--- src/rtl/txps_pkg.sv ---
package txps_pkg;

    // Default geometry of the divider and the control word
    localparam int DIV_DEF       = 10;
    localparam int PH_W_DEF      = 5;
    localparam int REG_W_DEF     = 16;
    localparam int APPLY_BIT_DEF = 5;

    // Level of the generated clock
    typedef enum logic {
        CLK_LO = 1'b0,
        CLK_HI = 1'b1
    } clk_level_e;

    // Control state seen on the read port
    typedef struct packed {
        logic                pending;
        logic [PH_W_DEF-1:0] phase;
    } ctrl_state_t;

endpackage

--- src/rtl/txps_align_counter.sv ---
module txps_align_counter #(
    parameter int DIV   = txps_pkg::DIV_DEF,
    parameter int CNT_W = $clog2(DIV)
) (
    input  logic             clk,
    input  logic             rst,
    output logic [CNT_W-1:0] cnt_o,
    output logic             wrap_o,
    output logic             last_o
);
    localparam logic [CNT_W-1:0] LAST = CNT_W'(DIV - 1);

    logic [CNT_W-1:0] cnt_q;

    always_ff @(posedge clk) begin
        if (rst)
            cnt_q <= '0;
        else if (cnt_q == LAST)
            cnt_q <= '0;
        else
            cnt_q <= cnt_q + 1'b1;
    end

    assign cnt_o  = cnt_q;
    assign wrap_o = (cnt_q == '0);
    assign last_o = (cnt_q == LAST);


    align_range_chk: assert property (@(posedge clk) disable iff (rst)
        cnt_q < CNT_W'(DIV));


    align_wrap_chk: assert property (@(posedge clk) disable iff (rst)
        (cnt_q == LAST) |=> (cnt_q == '0));

endmodule

--- src/rtl/txps_ctrl_regs.sv ---
module txps_ctrl_regs #(
    parameter int DIV       = txps_pkg::DIV_DEF,
    parameter int PH_W      = txps_pkg::PH_W_DEF,
    parameter int REG_W     = txps_pkg::REG_W_DEF,
    parameter int APPLY_BIT = txps_pkg::APPLY_BIT_DEF
) (
    input  logic             clk,
    input  logic             rst,
    input  logic             wr_en,
    input  logic [REG_W-1:0] wr_data,
    input  logic             at_last_i,
    output logic             load_o,
    output logic [PH_W-1:0]  phase_o,
    output logic [REG_W-1:0] rd_data
);
    localparam logic [PH_W-1:0] DIV_PH = PH_W'(DIV);

    logic [PH_W-1:0] ph_q;
    logic            pend_q;
    logic [PH_W-1:0] raw_ph;
    logic [PH_W-1:0] fold_ph;
    logic            wr_apply;

    assign raw_ph   = wr_data[PH_W-1:0];
    assign wr_apply = wr_en && wr_data[APPLY_BIT];

    // Values above the divider are reduced modulo the divider
    always_comb begin
        if (raw_ph > DIV_PH)
            fold_ph = raw_ph % DIV_PH;
        else
            fold_ph = raw_ph;
    end

    always_ff @(posedge clk) begin
        if (rst) begin
            ph_q   <= '0;
            pend_q <= 1'b0;
        end else begin
            if (wr_en)
                ph_q <= fold_ph;
            if (wr_apply)
                pend_q <= 1'b1;
            else if (pend_q && at_last_i)
                pend_q <= 1'b0;
        end
    end

    assign load_o  = pend_q && at_last_i;
    assign phase_o = ph_q;

    always_comb begin
        rd_data             = '0;
        rd_data[PH_W-1:0]   = ph_q;
        rd_data[APPLY_BIT]  = pend_q;
    end


    ph_range_chk: assert property (@(posedge clk) disable iff (rst)
        ph_q <= DIV_PH);


    pend_drop_chk: assert property (@(posedge clk) disable iff (rst)
        $fell(pend_q) |-> $past(at_last_i));


    no_spont_pend_chk: assert property (@(posedge clk) disable iff (rst)
        (!pend_q && !wr_apply) |=> !pend_q);

endmodule

--- src/rtl/txps_phase_counter.sv ---
module txps_phase_counter #(
    parameter int DIV   = txps_pkg::DIV_DEF,
    parameter int PH_W  = txps_pkg::PH_W_DEF,
    parameter int CNT_W = $clog2(DIV)
) (
    input  logic             clk,
    input  logic             rst,
    input  logic             load_i,
    input  logic [PH_W-1:0]  phase_i,
    output logic [CNT_W-1:0] cnt_o,
    output logic [CNT_W-1:0] offset_o,
    output logic             clk_o
);
    import txps_pkg::*;

    localparam int               HIGH = DIV / 2;
    localparam logic [CNT_W-1:0] LAST = CNT_W'(DIV - 1);

    logic [CNT_W-1:0] cnt_q;
    logic [CNT_W-1:0] off_q;
    logic [CNT_W-1:0] off_n;
    logic [CNT_W-1:0] start_n;
    clk_level_e       level;

    // Start count so that count zero lands on alignment count == offset
    always_comb begin
        off_n = CNT_W'(int'(phase_i) % DIV);
        if (off_n == '0)
            start_n = '0;
        else
            start_n = CNT_W'(DIV) - off_n;
    end

    always_ff @(posedge clk) begin
        if (rst) begin
            cnt_q <= '0;
            off_q <= '0;
        end else if (load_i) begin
            cnt_q <= start_n;
            off_q <= off_n;
        end else if (cnt_q == LAST) begin
            cnt_q <= '0;
        end else begin
            cnt_q <= cnt_q + 1'b1;
        end
    end

    assign level    = (cnt_q < CNT_W'(HIGH)) ? CLK_HI : CLK_LO;
    assign clk_o    = (level == CLK_HI);
    assign cnt_o    = cnt_q;
    assign offset_o = off_q;


    phase_range_chk: assert property (@(posedge clk) disable iff (rst)
        cnt_q < CNT_W'(DIV));

endmodule

--- src/rtl/txclk_phase_shifter.sv ---
module txclk_phase_shifter #(
    parameter int DIV       = txps_pkg::DIV_DEF,
    parameter int PH_W      = txps_pkg::PH_W_DEF,
    parameter int REG_W     = txps_pkg::REG_W_DEF,
    parameter int APPLY_BIT = txps_pkg::APPLY_BIT_DEF
) (
    input  logic             clk,
    input  logic             rst,
    input  logic             wr_en,
    input  logic [REG_W-1:0] wr_data,
    output logic [REG_W-1:0] rd_data,
    output logic             tx_clk_o,
    output logic             align_o
);
    localparam int CNT_W = $clog2(DIV);

    logic [CNT_W-1:0] a_cnt;
    logic [CNT_W-1:0] p_cnt;
    logic [CNT_W-1:0] applied_off;
    logic             a_last;
    logic             load;
    logic [PH_W-1:0]  stored_ph;

    txps_align_counter #(.DIV(DIV), .CNT_W(CNT_W)) u_align (
        .clk    (clk),
        .rst    (rst),
        .cnt_o  (a_cnt),
        .wrap_o (align_o),
        .last_o (a_last)
    );

    txps_ctrl_regs #(
        .DIV(DIV), .PH_W(PH_W), .REG_W(REG_W), .APPLY_BIT(APPLY_BIT)
    ) u_regs (
        .clk       (clk),
        .rst       (rst),
        .wr_en     (wr_en),
        .wr_data   (wr_data),
        .at_last_i (a_last),
        .load_o    (load),
        .phase_o   (stored_ph),
        .rd_data   (rd_data)
    );

    txps_phase_counter #(.DIV(DIV), .PH_W(PH_W), .CNT_W(CNT_W)) u_phase (
        .clk      (clk),
        .rst      (rst),
        .load_i   (load),
        .phase_i  (stored_ph),
        .cnt_o    (p_cnt),
        .offset_o (applied_off),
        .clk_o    (tx_clk_o)
    );


    rise_align_chk: assert property (@(posedge clk) disable iff (rst)
        (p_cnt == '0) |-> (a_cnt == applied_off));


    load_on_wrap_chk: assert property (@(posedge clk) disable iff (rst)
        load |=> align_o);

endmodule

--- config.mk ---
export PLATFORM = sky130hd
export DESIGN_NAME = txclk_phase_shifter
export DESIGN_NICKNAME = d
export VERILOG_FILES = /design/src/rtl/txps_pkg.sv /design/src/rtl/txps_align_counter.sv /design/src/rtl/txps_ctrl_regs.sv /design/src/rtl/txps_phase_counter.sv /design/src/rtl/txclk_phase_shifter.sv
export SDC_FILE = /design/constraint.sdc
export NUM_CORES = 1
export LEC_CHECK = 0
export ABC_CLOCK_PERIOD_IN_PS = 2050
export BUFFER_PORTS_ARGS = -buffer_cell sky130_fd_sc_hd__clkbuf_2
export CORE_MARGIN = 5
export CORE_UTILIZATION = 45
export DETAILED_ROUTE_END_ITERATION = 10
export PLACE_DENSITY = 0.72
export SLEW_MARGIN = 20
export SYNTH_ARGS = -nofsm -noshare
export SYNTH_HDL_FRONTEND = slang
export SYNTH_HIERARCHICAL = 1
export SYNTH_SLANG_ARGS = --single-unit
--- constraint.sdc ---
create_clock -name clk -period 2.05 [get_ports clk]
set_clock_uncertainty 0.15 [all_clocks]
set_input_delay 0.1025 -clock clk [delete_from_list [all_inputs] [get_ports clk]]
set_output_delay 0.1025 -clock clk [all_outputs]
set_load 0.05 [all_outputs]
---- Word-level counts from Yosys, hierarchy flattened ----
Cells that the tools add are included.
storage, ports and cells
  register bits ........................... 14
  bits in latches ......................... 0
  bits in writable memories ............... 0
  memory bits (read-only) ................. 0
  input port bits ......................... 19
  output and inout port bits .............. 18
  memories kept ........................... 0
operators by class
  add/sub/neg operators ................... 3
  multiply operators ...................... 0
  divide/modulo/power cells ............... 2
  order comparisons ....................... 2
  eq/ne operators ......................... 2
  shift-type cells ........................ 0
  multiplexer cells ....................... 7
  bitwise logic cells ..................... 0
  reduce and logical (&&, ||, !) cells .... 6
operator list
  operator                                                       number
  remainder unit 6 x 5 -> 32 bit, second input constant          1
  two-way mux 4 bit                                              3
  adder 4 x 1 -> 4 bit, second input constant                    2
  == test 4 bit, second input constant                           2
  logical NOT 4 bit                                              2
  greater-than comparator 5 x 4 -> 1 bit, second input constant  1
  remainder unit 5 x 4 -> 5 bit, second input constant           1
  two-way mux 5 bit                                              1
  less-than comparator 4 x 3 -> 1 bit, second input constant     1
  subtractor 4 bit, first input constant                         1
  two-way mux 1 bit                                              3
  logical AND 1 bit                                              2
  nonzero test 2 bit                                             1
  OR reduction 2 bit                                             1

---- Depth between registers and ports, before layout ----
Gate-level depths: netlist of run 1.
  word-level depth ........................ 4
  mapped depth ............................ 11
  depth with buffers taken out ............ 10

---- Cells and area by module ----
Netlist of run 1, hierarchy kept.
by module, submodules not included
  module              instances  cells each  area each (um^2)  sequential area each (um^2)
  txps_phase_counter  1          117         848.3             160.2
  txps_ctrl_regs      1          52          414.1             120.1
  txps_align_counter  1          21          203.9             80.1

---- Worst setup path after synthesis of run 1 ----
No wires, ideal clock.
  path type ............................... register to register
  start ................................... reg u_regs.ph_q[3] (netlist: u_regs/phase_o[3])
  end ..................................... reg u_phase.cnt_q[1] (netlist: u_phase/cnt_o[1])
  library setup time ...................... 103 ps
  data arrival time ....................... 1913 ps
  path slack .............................. -116 ps
  stages on the path, launching flop included .. 12
  period minus slack after synthesis ...... 2166 ps
  path through ............................ dfxtp_1 > buf_6 > buf_6 > nor2_1 > inv_1 > ha_1 > nor2b_1 > buf_6 > maj3_2 > nor3_2 > a211oi_1 > a2111oi_2
on the way
  cells in the longest elaborated chain, start to end .. 4
  elaborated cells on any way between the ends .. 5
ends and longest elaborated chain
  element                                                line                                                text
  from (decl)                                            txps_ctrl_regs.sv:18                                logic [PH_W-1:0] ph_q;
  from (signal assigned)                                 txps_ctrl_regs.sv:41                                ph_q <= fold_ph;
  remainder unit 6 x 5 -> 32 bit *                       txps_phase_counter.sv:27                            off_n = CNT_W'(int'(phase_i) % DIV);
  subtractor 4 bit or logical NOT 4 bit (tied branches)  txps_phase_counter.sv:31, txps_phase_counter.sv:28
  two-way mux 4 bit *                                    txps_phase_counter.sv:28                            if (off_n == '0)
  two-way mux 4 bit *                                    txps_phase_counter.sv:38                            end else if (load_i) begin
  to (signal assigned)                                   txps_phase_counter.sv:39                            cnt_q <= start_n;
  to (signal assigned)                                   txps_phase_counter.sv:44                            cnt_q <= cnt_q + 1'b1;
  to (decl)                                              txps_phase_counter.sv:19                            logic [CNT_W-1:0] cnt_q;
Every way passes the cells marked *; elsewhere a longest branch is shown, timed or not.
A chain may end at the register's enable or synchronous reset.

---- Worst setup path after layout of run 1 ----
  start ................................... reg u_regs.ph_q[2] (netlist: u_regs/phase_o[2])
  end ..................................... reg u_phase.cnt_q[2] (netlist: u_phase/cnt_o[2])
The elaborated chain is that of the path after synthesis.

==> results of run 1 <==
[sequential cells by signal, summed over array words and instances (netlist names)]
name            count
u_align/cnt_o       4
u_regs/pend_q       1
u_regs/phase_o      5
u_phase/cnt_o       4
[path summary, 6_finish.rpt]
path | startpoint | endpoint | cells past startpoint
max | u_regs/phase_o[2] | u_phase/cnt_o[2] | 8
min | wr_data[4] | u_regs/phase_o[3] | 3
max reg2reg | u_regs/phase_o[2] | u_phase/cnt_o[2] | 8
min reg2reg | u_regs/pend_q | u_regs/pend_q | 2
[worst min-delay path: cells and delay by family]
family / cells / cell delay (ns)
and+or+nand+nor: 1 / 0.08
AOI/OAI and AO/OA: 1 / 0.08
buffers and inverters: 1 / 0.13
[through the flow]
stage / cell area [um^2] / worst slack, ns / hold WS, ns / std cells / TNS [ns]
after detailed placement: 1271 / 0.05607 / 0.1946 / 198 / 0
after CTS: 1334 / 0.02230 / 0.008813 / 205 / 0
after global placement: 1271 / 0.1557 / 0.1860 / 198 / 0
after global routing: 1373 / -0.07661 / 0.02994 / 206 / -0.07661
after floorplan: 1323 / -0.001897 / 0.01720 / 174 / -0.001897
final: 1373 / 0.09678 / 0.01204 / 206 / 0
[cell type report]
type,count,area share [%]
multi-input cells,123,60.26
inverters,8,2.188
repair buffers,27,12.58
flip-flops and latches,14,20.51
clock buffers,3,1.641
well taps,31,2.826
[where the power goes]
group	internal (uW)	switching (uW)
clock	67.8	83.0
combinational	78.4	165
sequential	288	19.6
[cell usage in the layout, fill, tap and decap left out, types with 2 or more instances in the layout]
master and n:
or3_1 2, nor3b_1 3, o211ai_1 2, a21oi_1 13, clkbuf_2 16, nand2_1 10
nand3_1 2, a311oi_1 3, clkbuf_4 3, dfxtp_1 13, nand3b_1 6, nand2b_1 7
dlygate4sd3_1 4, ha_1 3, o41ai_2 2, buf_4 7, nor2_1 18, inv_1 8
a31oi_1 2, nor3_1 2, or2b_1 2, o21ai_0 7, mux2i_1 3, conb_1 10
[what timing repair did]
item	CTS	global route
endpoints found under the hold margin	4	0
buffers inserted	0	1
endpoints found under the setup margin	0	2
gates resized for setup	0	6
hold buffers	4	0
[metal layers]
| metal | track usage [%] | vias to the layer above | wire, um |
|---|---|---|---|
| li1 | - | 570 | - |
| met1 | 15.60 | 508 | 1136 |
| met2 | 22.31 | 34 | 1312 |
| met3 | 1.599 | 2 | 129 |
| met4 | 4.509 | 0 | 29 |
| met5 | 0 | - | 0 |
==> flow_summary.json, run 1 <==
{
  "clock_tree_from_tritoncts": "done",
  "nets": 200,
  "detailed_place_hpwl_um": 1885,
  "type_of_the_most_critical_hold_path": "primary input to flop",
  "worst_path_dominant_cell_family": "compound AO/OA/AOI/OAI gates",
  "drt-pass1-iter-count": 4,
  "sequential_cell_area_um2": 281.5,
  "route.detailed.drc": 0,
  "synthesis.instances": 165,
  "synth.avg_cell_area_um2": 7.682,
  "path_cells": "nor2_1 > inv_1 > ha_4 > nor2b_4 > nor3_1 > a311oi_1 > a221oi_1 > o41ai_2",
  "clock_insertion_delay_worst_skew_ns": 0.26,
  "multiInputGateArea_um2": 827.0,
  "synth-warning-count": 6,
  "design.core.area_um2": 2734,
  "cts.root.buffer_cell": "clkbuf_4",
  "clock.fmax_ghz": 0.5120,
  "fill_cells": 253,
  "grt_max_degree": 22,
  "cts_h_tree_depth": 1,
  "routed_wirelength_um": 2608,
  "worst_ir_drop_vdd_mv": 0.3052,
  "clkSlewWorstSetupHoldPaths_ns": 0.08,
  "cts_num_sinks": 14,
  "final_layout_size_suffix_gt1_share_pct": 22.86,
  "overall_die_area_um2": 3978,
  "final_period_util_pct": 95.28,
  "synthesis.area_um2": 1267,
  "grt_pass1_vias": 1000,
  "fin_util_pct": 50.21,
  "r2r_slack_ns": 0.1,
  "drt.antenna.violating_nets": 0,
  "setup-violations-final": 0,
  "run_status": "completed",
  "drv_slew": 0,
  "pwr_density_cell_nw_per_um2": 511.7,
  "port_bufs": 16,
  "tritoncts_buffer_count": 3,
  "routed_wire_length_per_instance_um": 12.66,
  "timing.max_cap.violations": 0,
  "global_route.usage.total_pct": 12.67,
  "critical_path.startpoint_type": "flop",
  "floorplan.rows": 19,
  "vias": 1114,
  "antenna_diode_count": 0,
  "floorplan.die.height_um": 63.07,
  "report.power.total_uw": 702.3,
  "critical_setup_path_class": "flop to flop",
  "area_delta_synth_final_pct": 8.292,
  "drt_iter0_markers": 50,
  "wire_length_of_the_first_global_routing_pass_um": 4278,
  "critical-path-slowest-cell": "o41ai_2",
  "rsz0062_at_grt": "true",
  "routed_via_density": 5.408,
  "crit_path_max_incr_delay_ns": 0.37,
  "max-clock-path-buffers": 2,
  "worst-endpoint-required_ns": 2.06,
  "gp_congestion": 0.8834,
  "power.static_leakage_uw": 0.0005358,
  "die_x_um": 63.07,
  "worst_setup_path_end_kind": "flop",
  "design.portCount": 37,
  "arrival_ns": 1.97,
  "final_count_of_hold_timing_violations": 0,
  "critical_path.n_buffers_inverters": 1,
  "crit_fanout": 3,
  "floorplan.initialDensity_pct": 46.36,
  "grt_remaining_overflow": 0,
  "antenna_found_initial": 0,
  "layout_min_cycle_time_ns": 1.953
}
No activity file was read; power rests on OpenSTA's default activity.
==> inputs of run 2 (changes only) <==
--- a/config.mk
+++ b/config.mk
@@ -10,6 +10,7 @@
 export CORE_MARGIN = 5
 export CORE_UTILIZATION = 45
 export DETAILED_ROUTE_END_ITERATION = 10
+export HOLD_SLACK_MARGIN = 0.15
 export PLACE_DENSITY = 0.72
 export SLEW_MARGIN = 20
 export SYNTH_ARGS = -nofsm -noshare
==> run 2 against run 1 <==
First-iteration DRC count is 12% higher. Power increased by 2.5%. Critical path depth is 2 lower. Sequential power barely moved. Final cell count grew 4.9%. Non-clock buffer count rose by 10. Global-route usage grew 0.77 points. Sequential cell count is the same. Design area increased by 7.7%. Count of clock-buffer cells in the layout unchanged. Die area unchanged. Critical path type is now primary input to flop. Largest cell class unchanged.
==> flow_summary.json, run 2 (synthesis gave the netlist of run 1 again) <==
{
  "fill_cells": 232,
  "detailed_place_hpwl_um": 1885,
  "tritoncts_buffer_count": 3,
  "routed_wire_length_per_instance_um": 12.88,
  "floorplan.die.height_um": 63.07,
  "flip_flop_count_of_the_largest_register_all_copies_and_words_added": 5,
  "critical_path.startpoint_type": "primary input",
  "antenna_found_initial": 0,
  "worst_setup_path_end_kind": "flop",
  "final_layout_size_suffix_gt1_share_pct": 22.16,
  "fin_util_pct": 54.10,
  "type_of_the_most_critical_hold_path": "flop to flop",
  "clock_insertion_delay_worst_skew_ns": 0.27,
  "drv_slew": 0,
  "routed_via_density": 5.551,
  "cts.root.buffer_cell": "clkbuf_4",
  "max-clock-path-buffers": 2,
  "timing.max_cap.violations": 0,
  "crit_fanout": 9,
  "final_period_util_pct": 97.33,
  "clock_tree_from_tritoncts": "done",
  "placement.setup.worst_slack_ns": 0.05607,
  "grt_remaining_overflow": 0,
  "vias": 1199,
  "nets": 210,
  "clock.fmax_ghz": 0.5012,
  "setup-tns-final_ns": 0,
  "critical_setup_path_class": "primary input to flop",
  "floorplan.initialDensity_pct": 46.36,
  "worst-endpoint-required_ns": 2.06,
  "power.static_leakage_uw": 0.0005779,
  "grt_max_degree": 22,
  "numPlacedInstances": 198,
  "fin_worst_hold_slack_ns": 0.3836,
  "worst_ir_drop_vdd_mv": 0.3145,
  "floorplan.rows": 19,
  "fin_ws_ns": 0.05481,
  "routed_wirelength_um": 2783,
  "run_status": "completed",
  "route.detailed.drc": 0,
  "most-common-layout-cells": "nor2_1 (18), clkbuf_2 (15), dlygate4sd3_1 (14), a21oi_1 (13), dfxtp_1 (13)",
  "clkSlewWorstSetupHoldPaths_ns": 0.08,
  "final_count_of_hold_timing_violations": 0,
  "grt_pass1_vias": 1057,
  "die_x_um": 63.07,
  "multiInputGateArea_um2": 827.0,
  "area_delta_synth_final_pct": 16.68,
  "drt_iter0_markers": 56,
  "global_route.usage.total_pct": 13.44,
  "most_common_library_cell_in_the_layout_ignoring_fill_and_taps": "nor2_1",
  "layout_min_cycle_time_ns": 1.995,
  "pwr_density_cell_nw_per_um2": 487.0,
  "design.core.area_um2": 2734,
  "sequential_cell_area_um2": 281.5,
  "wire_length_of_the_first_global_routing_pass_um": 4505,
  "overall_die_area_um2": 3978,
  "instances_no_fill": 216,
  "port_bufs": 16,
  "design.portCount": 37,
  "cts_num_sinks": 14,
  "cts_h_tree_depth": 1,
  "gp_congestion": 0.8834,
  "drt.antenna.violating_nets": 0,
  "drt-pass1-iter-count": 4,
  "setup-violations-final": 0,
  "rsz0062_at_grt": "true",
  "antenna_diode_count": 0,
  "arrival_ns": 2.00
}
[run 2: cell count changes in the layout (fill, tap and decap cells not counted)]
cell and delta:
inv_1 -1, buf_6 +1, dlygate4sd3_1 +10, clkbuf_2 -1
inv_2 +1
[run 2: repair_timing]
action,CTS,global route
endpoints found under the setup margin,0,3
resized for setup,0,11
hold buffers,14,0
setup buffers,0,1
hold endpoints to repair,12,0
[run 2: layer usage]
layer  part of all wire, %  vias up  GRT usage (%)
li1                      -      591              -
met1                    40      559          16.36
met2                    51       45          23.72
met3                   6.4        4          1.776
met4                   1.8        0          5.040
met5                     0        -              0
[run 2: worst max-delay path: stages]
cell,delay [ns]
dlygate4sd3_1,0.55
buf_6,0.14
nand2_1,0.05
dlygate4sd3_1,0.54
a21oi_1,0.05
dlygate4sd3_1,0.57
[run 2: final cells by class]
| cell class | count | share of cell area [%] |
|---|---|---|
| Sequential cell | 14 | 19.04 |
| Clock buffer | 3 | 1.523 |
| Timing Repair Buffer | 37 | 18.87 |
| Inverter | 8 | 2.030 |
| Tap cell | 31 | 2.623 |
| Multi-Input combinational cell | 123 | 55.92 |
[run 2: where the power goes]
part           switching [uW]  internal (uW)  total, uW
logic                     169           91.5        261
registers                19.8            288        308
clock network            83.7           67.8        152
total                     273            448        720
[run 2: worst paths after layout]
kind	to	start	cells past startpoint	slack (ns)
setup / recovery	u_regs/pend_q	wr_en	6	0.05
hold reg to reg	u_align/cnt_o[0]	u_align/cnt_o[0]	1	0.38
setup reg to reg	u_phase/cnt_o[2]	u_regs/phase_o[2]	8	0.10
hold / removal	u_align/cnt_o[0]	u_align/cnt_o[0]	1	0.38
[run 2: metrics by stage]
| step | total power (uW) | cell area, um^2 |
|---|---|---|
| 4_1_cts | 716.5 | 1434 |
| 2_1_floorplan | 530.1 | 1323 |
| 5_1_grt | 768.9 | 1479 |
| 3_3_place_gp | 537.8 | 1271 |
| 6_report | 720.2 | 1479 |
| 3_5_place_dp | 545.6 | 1271 |
==> inputs of run 3 (changes only) <==
--- a/config.mk
+++ b/config.mk
@@ -11,9 +11,8 @@
 export CORE_UTILIZATION = 45
 export DETAILED_ROUTE_END_ITERATION = 10
 export HOLD_SLACK_MARGIN = 0.15
-export PLACE_DENSITY = 0.72
+export PLACE_DENSITY = 0.74
 export SLEW_MARGIN = 20
 export SYNTH_ARGS = -nofsm -noshare
 export SYNTH_HDL_FRONTEND = slang
-export SYNTH_HIERARCHICAL = 1
 export SYNTH_SLANG_ARGS = --single-unit
==> run 3 against run 2 <==
Combinational power grew 35%. Clock power grew 30%. Register-to-register slack lost 0.08 ns. Final cell count grew 1.9%. Maximum frequency shrank 1.9%. Core utilization grew 4.5 points.
==> flow_summary.json, run 3 <==
{
  "placement.setup.worst_slack_ns": -0.1376,
  "antenna_diode_count": 0,
  "wire_length_of_the_first_global_routing_pass_um": 4616,
  "fill_cells": 238,
  "postCtsSetupBuffers": 0,
  "synth_seq_cells": 14,
  "floorplan.rows": 19,
  "synth_top_family_by_area": "compound AO/OA/AOI/OAI gates",
  "timing.max_cap.violations": 0,
  "ys_top_cells_by_count": "nor2_1 (19), dfxtp_1 (14), a21oi_1 (12)",
  "clock_tree_from_tritoncts": "done",
  "floorplan.die.height_um": 62.41,
  "most_common_library_cell_in_the_layout_ignoring_fill_and_taps": "nor2_1",
  "yosys-mux-area-fraction_pct": 4.150,
  "final_layout_size_suffix_gt1_share_pct": 32.28,
  "power.share.sequential_pct": 36.4,
  "crit_fanout": 5,
  "synth_xor_xnor_area_share_pct": 4.150,
  "worst_path_dominant_cell_family": "simple AND/OR/NAND/NOR gates",
  "grt_max_degree": 13,
  "p_clk_share_pct": 22.9,
  "holdCritStartpoint": "wr_data[4]",
  "power.static_leakage_uw": 0.0006835,
  "overall_die_area_um2": 3895,
  "gp_congestion": 0.8132,
  "synthesis.area_um2": 1236,
  "vias": 1152,
  "routed_wire_length_per_instance_um": 12.91,
  "synth_top_flop_cell": "dfxtp_1",
  "critical-path-slowest-cell": "dfxtp_4",
  "flip_flop_count_of_the_largest_register_all_copies_and_words_added": 5,
  "detailed_place_hpwl_um": 2106,
  "crit_path_max_incr_delay_ns": 0.39,
  "critPathLaunch": "u_regs.phase_o[2]",
  "run_status": "completed",
  "r2r_start": "u_regs.phase_o[2]",
  "design.core.area_um2": 2686,
  "r2r_slack_ns": 0.02,
  "grt_remaining_overflow": 0,
  "clock_insertion_delay_worst_skew_ns": 0.28,
  "critical_setup_path_class": "flop to flop",
  "clock.fmax_ghz": 0.4916,
  "synthDistinctLibCells": 50,
  "synth.most_common_cell": "nor2_1",
  "synth-compound-area-share_pct": 24.60,
  "yosys.area_share.simple_pct": 22.37,
  "setup-violations-final": 0,
  "drv_slew": 0,
  "arrival_ns": 2.06,
  "routed_wirelength_um": 2840,
  "multiInputGateArea_um2": 919.6,
  "tritoncts_buffer_count": 3,
  "cts.root.buffer_cell": "clkbuf_4",
  "synth-seq-area-share_pct": 22.67,
  "rsz0062_at_grt": "true",
  "port_bufs": 16,
  "worst_setup_path_end_kind": "flop",
  "nets": 219,
  "sequential_cell_area_um2": 292.8,
  "post_synth_fa_ha_maj_area_fraction_pct": 10.12,
  "final_period_util_pct": 99.24,
  "combinationalPowerShare_pct": 40.7,
  "path_cells": "nor2b_4 > a21oi_1 > ha_1 > nand2_1 > a2bb2oi_2 > nand3_2 > nor2_4 > nor3b_1 > o31a_1",
  "max-clock-path-buffers": 2,
  "route.detailed.drc": 0,
  "drt.antenna.violating_nets": 0,
  "worst-endpoint-required_ns": 2.08,
  "die_x_um": 62.41,
  "final_count_of_hold_timing_violations": 0,
  "pwr_density_cell_nw_per_um2": 550.1,
  "synth.top_cells.by_area": "dfxtp_1 (23%), ha_1 (10%), buf_4 (6.7%), nor2_1 (5.8%), a21oi_1 (4.9%)",
  "fin_ws_ns": 0.01566,
  "most-common-layout-cells": "nor2_1 (17), clkbuf_2 (16), buf_4 (14), a21oi_1 (11), nand2_1 (11)",
  "type_of_the_most_critical_hold_path": "primary input to flop",
  "drt-pass1-iter-count": 4,
  "report.power.total_uw": 865.9,
  "critical_path.n_buffers_inverters": 0,
  "floorplan.initialDensity_pct": 46.02,
  "yosysTopAreaCellShare_pct": 22.67,
  "p_int_uw": 535.5,
  "critical_path.startpoint_type": "flop",
  "cts_num_sinks": 14,
  "clkSlewWorstSetupHoldPaths_ns": 0.08,
  "worst_ir_drop_vdd_mv": 0.3448,
  "p_sw_share_pct": 38.16,
  "drt_iter0_markers": 27,
  "synth-warning-count": 0,
  "synth_edf_count": 0,
  "async_flop_share_pct": 0,
  "area_delta_synth_final_pct": 27.33,
  "layout_min_cycle_time_ns": 2.034,
  "synth.avg_cell_area_um2": 8.027,
  "grt_pass1_vias": 1106,
  "synthesis.instances": 154,
  "fin_util_pct": 58.59,
  "design.portCount": 37,
  "global_route.usage.total_pct": 14.24,
  "cts_h_tree_depth": 1,
  "antenna_found_initial": 0,
  "synth_top_cell_by_area": "dfxtp_1",
  "power.net_switching_uw": 330.5,
  "routed_via_density": 5.236
}
[run 3: cell count changes in the layout (fill, tap and decap cells not counted), sizes merged, moves of 4 or more]
cell | before | now
nor2b | 2 | 7
nor3 | 4 | 0
nand3b | 6 | 0
dlygate4sd3 | 14 | 6
nand2b | 8 | 2
buf | 8 | 14
ha | 4 | 10
[run 3: what timing repair did]
| action | CTS | global route |
|---|---|---|
| endpoints found under the setup margin | 0 | 6 |
| endpoints found under the hold margin | 10 | 0 |
| hold buffers | 8 | 0 |
| resized for setup | 0 | 13 |
[run 3: power by group through the flow]
stage	clock network [uW]	registers [uW]	logic (uW)
3_3_place_gp	0	320	306
5_1_grt	219	320	383
2_1_floorplan	0	339	231
3_5_place_dp	0	322	317
4_1_cts	208	315	332
6_report	198	315	352
[run 3: metal layers]
| metal | GRT usage (%) | share of wire (%) | vias to the layer above |
|---|---|---|---|
| li1 | - | - | 586 |
| met1 | 16.34 | 40 | 541 |
| met2 | 24.48 | 55 | 19 |
| met3 | 0.7194 | 2.0 | 6 |
| met4 | 10.88 | 2.6 | 0 |
| met5 | 0 | 0 | - |
[run 3: area by class of cell]
class                           instances  area share, %
Clock buffer                            4          2.305
Inverter                               11          2.623
Multi-Input combinational cell        124          58.43
Sequential cell                        14          18.60
Tap cell                               31          2.464
Timing Repair Buffer                   36          15.58
[run 3: final timing paths]
path | end | cells after the start
setup / recovery | u_phase.cnt_o[1] | 9
hold / removal | u_regs.phase_o[3] | 3
setup reg to reg | u_phase.cnt_o[1] | 9
hold reg to reg | u_align.cnt_o[0] | 1
[run 3: cells by family after synthesis]
family	after synthesis
AOI/OAI and AO/OA	41
muxes	5
other	1
and+or+nand+nor	53
xor gates and xnor gates	5
DFF	14
adders and majority gates	10
buffers and inverters	25
[run 3: per-stage QoR]
step / cell area, um^2 / hold slack, ns / std cells / setup TNS (ns)
after global routing: 1574 / 0.1867 / 220 / -0.2028
after detailed placement: 1414 / 0.1686 / 210 / -0.2095
after CTS: 1530 / 0.1505 / 222 / 0
after floorplan: 1299 / 0.05372 / 163 / -0.3920
final: 1574 / 0.1179 / 220 / 0
after global placement: 1414 / 0.1719 / 210 / -0.06952
[run 3: worst min-delay path, cell delays in order]
cell	delay, ns
clkbuf_2	0.14
o21ai_0	0.12
o32ai_2	0.13
